===== src/rtl/tstamp_pkg.sv =====
package tstamp_pkg;
  localparam int REG_DW       = 8;
  localparam int CTRL_RUN_BIT = 0;
  localparam int CTRL_CLR_BIT = 1;
  localparam int A_CTRL       = 0;
  localparam int A_FLAG       = 1;
  localparam int A_PER        = 2;
  localparam int N_LCMP       = 2;
  localparam int N_HCMP       = 2;
  localparam int N_EVT        = N_LCMP + N_HCMP;
endpackage


===== src/rtl/tst_counter.sv =====
module tst_counter #(
  parameter int LO_W = 16,
  parameter int HI_W = 24
) (
  input  logic            clk,
  input  logic            rst_ni,
  input  logic            run,
  input  logic            clr,
  input  logic [LO_W-1:0] period,
  output logic [LO_W-1:0] lo,
  output logic [HI_W-1:0] hi,
  output logic            tick,
  output logic            wrap,
  output logic [LO_W-1:0] lo_nxt,
  output logic [HI_W-1:0] hi_nxt
);
  always_comb begin
    tick   = run && !clr;
    wrap   = (lo >= period);
    lo_nxt = wrap ? '0 : lo + 1'b1;
    hi_nxt = wrap ? hi + 1'b1 : hi;
  end

  always_ff @(posedge clk or negedge rst_ni) begin
    if (!rst_ni) begin
      lo <= '0;
      hi <= '0;
    end else if (clr) begin
      lo <= '0;
      hi <= '0;
    end else if (tick) begin
      lo <= lo_nxt;
      hi <= hi_nxt;
    end
  end
endmodule


===== src/rtl/tst_compare.sv =====
module tst_compare #(
  parameter int W = 16
) (
  input  logic         clk,
  input  logic         rst_ni,
  input  logic         en,
  input  logic [W-1:0] nxt,
  input  logic [W-1:0] ref_val,
  output logic         hit,
  output logic         evt
);
  always_comb hit = en && (nxt == ref_val);

  always_ff @(posedge clk or negedge rst_ni) begin
    if (!rst_ni) evt <= 1'b0;
    else         evt <= hit;
  end
endmodule


===== src/rtl/tstamp_timer.sv =====
module tstamp_timer
  import tstamp_pkg::*;
#(
  parameter int LO_W = 16,
  parameter int HI_W = 24,
  parameter int AW   = 5
) (
  input  logic              clk,
  input  logic              rst_n,
  input  logic [AW-1:0]     reg_addr,
  input  logic              reg_wr,
  input  logic              reg_rd,
  input  logic [REG_DW-1:0] reg_wdata,
  output logic [REG_DW-1:0] reg_rdata,
  input  logic              sof_i,
  input  logic              eot_i,
  output logic [N_EVT-1:0]  evt_o
);
  localparam int TW     = LO_W + HI_W;
  localparam int LO_B   = LO_W / REG_DW;
  localparam int HI_B   = HI_W / REG_DW;
  localparam int TB     = TW / REG_DW;
  localparam int A_CNT  = A_PER + LO_B;
  localparam int A_CAP  = A_CNT + TB;
  localparam int A_LCMP = A_CAP + TB;
  localparam int A_HCMP = A_LCMP + N_LCMP * LO_B;

  // reset: asserted at once, released on the clock
  logic [1:0] rst_sync;
  logic       rst_ni;
  always_ff @(posedge clk or negedge rst_n) begin
    if (!rst_n) rst_sync <= '0;
    else        rst_sync <= {rst_sync[0], 1'b1};
  end
  assign rst_ni = rst_sync[1];

  logic                         run_q, run_d, clr;
  logic [LO_W-1:0]              period_q, period_d;
  logic [N_LCMP-1:0][LO_W-1:0]  lcmp_q, lcmp_d;
  logic [N_HCMP-1:0][HI_W-1:0]  hcmp_q, hcmp_d;
  logic [N_EVT-1:0]             flag_q, flag_d, hit, w1c;
  logic [TW-1:0]                cap_q, cap_d, now_w;
  logic [TW-REG_DW-1:0]         shd_q, shd_d;
  logic [LO_W-1:0]              cnt_lo, lo_nxt;
  logic [HI_W-1:0]              cnt_hi, hi_nxt;
  logic                         tick, wrap;

  tst_counter #(.LO_W(LO_W), .HI_W(HI_W)) u_cnt (
    .clk(clk), .rst_ni(rst_ni), .run(run_q), .clr(clr), .period(period_q),
    .lo(cnt_lo), .hi(cnt_hi), .tick(tick), .wrap(wrap),
    .lo_nxt(lo_nxt), .hi_nxt(hi_nxt)
  );

  for (genvar k = 0; k < N_LCMP; k++) begin : g_lcmp
    tst_compare #(.W(LO_W)) u_cmp (
      .clk(clk), .rst_ni(rst_ni), .en(tick), .nxt(lo_nxt),
      .ref_val(lcmp_q[k]), .hit(hit[k]), .evt(evt_o[k])
    );
  end

  for (genvar k = 0; k < N_HCMP; k++) begin : g_hcmp
    tst_compare #(.W(HI_W)) u_cmp (
      .clk(clk), .rst_ni(rst_ni), .en(tick && wrap), .nxt(hi_nxt),
      .ref_val(hcmp_q[k]), .hit(hit[N_LCMP+k]), .evt(evt_o[N_LCMP+k])
    );
  end

  assign now_w = {cnt_hi, cnt_lo};

  // next-state: register writes, flags, capture, shadow
  always_comb begin
    run_d    = run_q;
    clr      = 1'b0;
    period_d = period_q;
    lcmp_d   = lcmp_q;
    hcmp_d   = hcmp_q;
    w1c      = '0;
    if (reg_wr) begin
      if (reg_addr == AW'(A_CTRL)) begin
        run_d = reg_wdata[CTRL_RUN_BIT];
        clr   = reg_wdata[CTRL_CLR_BIT];
      end
      if (reg_addr == AW'(A_FLAG)) w1c = reg_wdata[N_EVT-1:0];
      for (int i = 0; i < LO_B; i++) begin
        if (reg_addr == AW'(A_PER + i)) period_d[REG_DW*i +: REG_DW] = reg_wdata;
        for (int k = 0; k < N_LCMP; k++)
          if (reg_addr == AW'(A_LCMP + k*LO_B + i)) lcmp_d[k][REG_DW*i +: REG_DW] = reg_wdata;
      end
      for (int i = 0; i < HI_B; i++)
        for (int k = 0; k < N_HCMP; k++)
          if (reg_addr == AW'(A_HCMP + k*HI_B + i)) hcmp_d[k][REG_DW*i +: REG_DW] = reg_wdata;
    end
    flag_d = (flag_q & ~w1c) | hit;
    cap_d  = (sof_i || eot_i) ? now_w : cap_q;
    shd_d  = (reg_rd && reg_addr == AW'(A_CNT)) ? now_w[TW-1:REG_DW] : shd_q;
  end

  always_ff @(posedge clk or negedge rst_ni) begin
    if (!rst_ni) begin
      run_q    <= 1'b0;
      period_q <= '1;
      lcmp_q   <= '0;
      hcmp_q   <= '0;
      flag_q   <= '0;
      cap_q    <= '0;
      shd_q    <= '0;
    end else begin
      run_q    <= run_d;
      period_q <= period_d;
      lcmp_q   <= lcmp_d;
      hcmp_q   <= hcmp_d;
      flag_q   <= flag_d;
      cap_q    <= cap_d;
      shd_q    <= shd_d;
    end
  end

  // read mux
  always_comb begin
    reg_rdata = '0;
    if (reg_addr == AW'(A_CTRL)) reg_rdata[CTRL_RUN_BIT] = run_q;
    if (reg_addr == AW'(A_FLAG)) reg_rdata[N_EVT-1:0] = flag_q;
    for (int i = 0; i < LO_B; i++) begin
      if (reg_addr == AW'(A_PER + i)) reg_rdata = period_q[REG_DW*i +: REG_DW];
      for (int k = 0; k < N_LCMP; k++)
        if (reg_addr == AW'(A_LCMP + k*LO_B + i)) reg_rdata = lcmp_q[k][REG_DW*i +: REG_DW];
    end
    for (int i = 0; i < HI_B; i++)
      for (int k = 0; k < N_HCMP; k++)
        if (reg_addr == AW'(A_HCMP + k*HI_B + i)) reg_rdata = hcmp_q[k][REG_DW*i +: REG_DW];
    for (int i = 0; i < TB; i++) begin
      if (reg_addr == AW'(A_CAP + i)) reg_rdata = cap_q[REG_DW*i +: REG_DW];
      if (reg_addr == AW'(A_CNT + i))
        reg_rdata = (i == 0) ? now_w[REG_DW-1:0] : shd_q[REG_DW*(i-1) +: REG_DW];
    end
  end
endmodule


===== config.mk =====
export PLATFORM = sky130hd
export DESIGN_NAME = tstamp_timer
export DESIGN_NICKNAME = d
export VERILOG_FILES = /design/src/rtl/tstamp_pkg.sv /design/src/rtl/tst_counter.sv /design/src/rtl/tst_compare.sv /design/src/rtl/tstamp_timer.sv
export SDC_FILE = /design/constraint.sdc
export NUM_CORES = 1
export LEC_CHECK = 0
export ABC_AREA = 1
export CAP_MARGIN = 20
export CORE_MARGIN = 10
export CORE_UTILIZATION = 35
export DETAILED_ROUTE_END_ITERATION = 7
export GPL_TIMING_DRIVEN = 0
export MAX_ROUTING_LAYER = met4
export PLACE_DENSITY_LB_ADDON = 0.12
export RECOVER_POWER = 50
export SYNTH_ARGS = -nofsm -noshare
export SYNTH_HDL_FRONTEND = slang
export SYNTH_HIERARCHICAL = 1
export SYNTH_SLANG_ARGS = --single-unit
export TNS_END_PERCENT = 100

===== constraint.sdc =====
create_clock -name clk -period 6.15 [get_ports clk]
set_input_delay 0.9225 -clock clk [delete_from_list [all_inputs] [get_ports clk]]
set_output_delay 0.9225 -clock clk [all_outputs]
set_load 0.05 [all_outputs]

==> results.ini <==
[yosys]
synth_cell_types = 40
syn_area_per_cell_um2 = 6.723
syn_inst = 1936
async_reset_ff_share_pct = 100.0
synth-edff-count = 0
ys_seq_elements = 219
ys_warn_count = 6
syn-num-nets = 1973
seq_area_frac_synth_pct = 42.26
syn_area_mm2 = 0.01302
synth_ff_type = dfrtp_1

[floorplanning]
io_pins = 31
die_area_mm2 = 0.04530
initial_core_util_pct = 35.55
die_w_um = 212.8
die_h_um = 212.8
num_rows = 70
core-area_mm2 = 0.03661

[critical_path]
crit_path_top_delay_cell = clkdlybuf4s50_1
path_class = in -> out
crit_fanout = 9
end_kind = output port
arrival_ns = 5.04
reg2reg_depth = 2
crit_path_start_kind = input pin
cpMostUsedCell = nand4_1
required_ns = 5.23
cpPeakStageDelay_ns = 0.71
cp_cell_sequence = clkdlybuf4s50_1, inv_2, nand3_1, nor2_2, nand2_1, nand3_1, a21oi_1, nand4_1, nor2_1, nand4_1, nor2_1, nand3_1, nor2_1, nand4_1, nand2_1, nand4_1, clkdlybuf4s50_1

[drt]
avgViaCountPerCell = 4.858
drc = 0
drt_first_pass_iters = 5
antenna_left = 0
drt_iter0_markers = 968
wire_per_inst_um = 17.99
via_count = 12090
routed_wl_um = 44780

[power_and_ir_drop]
power.static_leakage_uw = 0.007119
ir_drop_mv = 0.2273
power_density_mw_per_mm2 = 321.9

[clock_network]
cts_tree = built
insertion_delay_ns = 0.55
post_cts_resized = 0
path_clk_slew_ns = 0.06
cts_inserted_buffers = 27
cts-root-buf = clkbuf_16
post-cts-setup-buffers = 0
cts_sinks = 219
ctsHtreeMaxLevel = 1
hold_buffers = 0
cts_buffer_depth = 3

[sta]
worstMarginPinSlew_ns = 2.159
skew_ns = 0.02153
max-slew-margin-rel_pct = -43.90
hold-worst-slack_ns = 0.3564
setup_violations = 0
fin_tns_setup_ns = 0
min_period_ns = 5.964
worst_slack_ns = 0.1858
finalMaxSlewViolations = 121
final.period_utilization_pct = 96.98
max_freq_mhz = 167.7
rsz0062_at_grt = no
finalHoldViolCount = 0

[final_layout]
final_cell_mix = 775 x nand2_1, 275 x inv_1, 203 x dfrtp_1, 184 x o21ai_0, 165 x nor2_1
seq_area_mm2 = 0.005500
drive_above_1_share_pct = 6.538
design_area_mm2 = 0.01493
area_growth_pct = 14.71
multiInputGateArea_mm2 = 0.006200
final_common_cell = nand2_1
fillerInstances = 3967
nets = 2036

[place]
dpl.hpwl_um = 33910
dp_slack_ns = 0.2494
io_buffers = 30
gp_congestion = 0.9346
placed_cell_area_mm2 = 0.01402

[global_routing]
grt-ovfl-total = 0
grt.total_usage_pct = 20.54
grt_max_degree = 54
grt_pass1_wl_um = 69280
grt_pass1_vias = 11630
antenna_found_initial = 2

[worst_hold_path]
min_delay_path_depth = 0
hp-class = reg -> reg

[run_status]
status = finished with violations
violations = max-capacitance violations, max-slew violations

[job]
max-cap-violations = 3

## routing by layer
layer | up-vias | track usage, % | wire length (um)
met2 | 314 | 31.63 | 20140
met4 | 0 | 4.727 | 774
met5 | - | - | 0
li1 | 6071 | - | -
met1 | 5653 | 27.76 | 21270
met3 | 54 | 3.402 | 2587
## cell usage after synthesis (3+ instances only)
library cell | instances | area [um^2]
dfstp_2 | 16 | 420.4
buf_6 | 3 | 33.78
xnor2_1 | 15 | 131.4
nor2_1 | 165 | 619.3
o21ai_0 | 184 | 920.9
or2_2 | 13 | 81.33
ha_1 | 18 | 225.2
dfrtp_1 | 203 | 5080
and2_1 | 4 | 25.02
nor2_2 | 15 | 93.84
inv_2 | 12 | 45.04
nor3_2 | 3 | 30.03
a21oi_1 | 12 | 60.06
xor2_1 | 21 | 183.9
clkinv_1 | 3 | 11.26
clkbuf_1 | 40 | 150.1
nor3_1 | 6 | 30.03
nand2_1 | 775 | 2909
nand3_2 | 3 | 30.03
o22ai_1 | 4 | 25.02
o21ai_1 | 11 | 55.05
nand3_1 | 67 | 335.3
mux2_2 | 4 | 45.04
nand4_1 | 36 | 225.2
buf_2 | 5 | 25.02
inv_1 | 275 | 1032
nand3b_1 | 3 | 22.52
nand2_2 | 3 | 18.77
## layout make-up
class / count / area share [%]
Antenna cell: 2 / 0.03352
Buffer: 51 / 1.525
Clock buffer: 35 / 4.995
Clock inverter: 14 / 1.534
Inverter: 290 / 7.291
Multi-Input combinational cell: 1376 / 41.52
Sequential cell: 219 / 36.84
Tap cell: 468 / 3.922
Timing Repair Buffer: 34 / 2.338
## worst paths after layout
kind | startpoint | to | slack (ns)
setup / recovery | reg_addr[4] | reg_rdata[4] | 0.19
setup reg to reg | rst_sync[1] | lcmp_q[21] | 1.19
hold reg to reg | rst_sync[0] | rst_sync[1] | 0.36
max in group asynchronous | rst_sync[1] | lcmp_q[21] | 1.19
hold / removal | rst_sync[0] | rst_sync[1] | 0.36
min in group asynchronous | rst_n | rst_sync[0] | 0.61
## through the flow
stage               util, %  total power (uW)  std cells
floorplan                 -              2638       1936
global placement      37.98              3039       2434
detailed placement    38.28              3068       2438
CTS                   40.95              4854       2487
global route          40.78              5089       2489
finish                40.78              4807       2489
## critical path, delay by kind of cell
family                 cells  cell delay, ns
buffers and inverters      3            1.51
AO/OA/AOI/OAI              1            0.23
AND/OR/NAND/NOR           13            2.38
## where the power goes
group / switching [uW] / total (uW) / internal [uW]
registers: 254 / 1910 / 1650
logic: 754 / 1140 / 387
clock network: 654 / 1760 / 1100
total: 1660 / 4810 / 3150
## cell families (layout without fill, tap and decap cells)
kind of cell	after synthesis	count (layout)	share of synthesized area [%]
and+or+nand+nor	1102	1102	34.65
buffers and inverters	341	424	10.11
DFF	219	219	42.26
AOI/OAI and AO/OA	215	215	8.449
xor gates and xnor gates	36	36	2.422
adders and majority gates	18	18	1.730
muxes	4	4	0.3460
other	1	3	0.02881
## sequential cells by signal (all words and copies together), names as in the netlist
signal,flops
rst_sync,2
run_q,1
g_hcmp.u_cmp/evt,2
cap_q,40
u_cnt/lo,16
lcmp_q,32
period_q,16
flag_q,4
shd_q,32
hcmp_q,48
g_lcmp.u_cmp/evt,2
u_cnt/hi,24
Note: power is estimated with default switching activity, not from simulation.
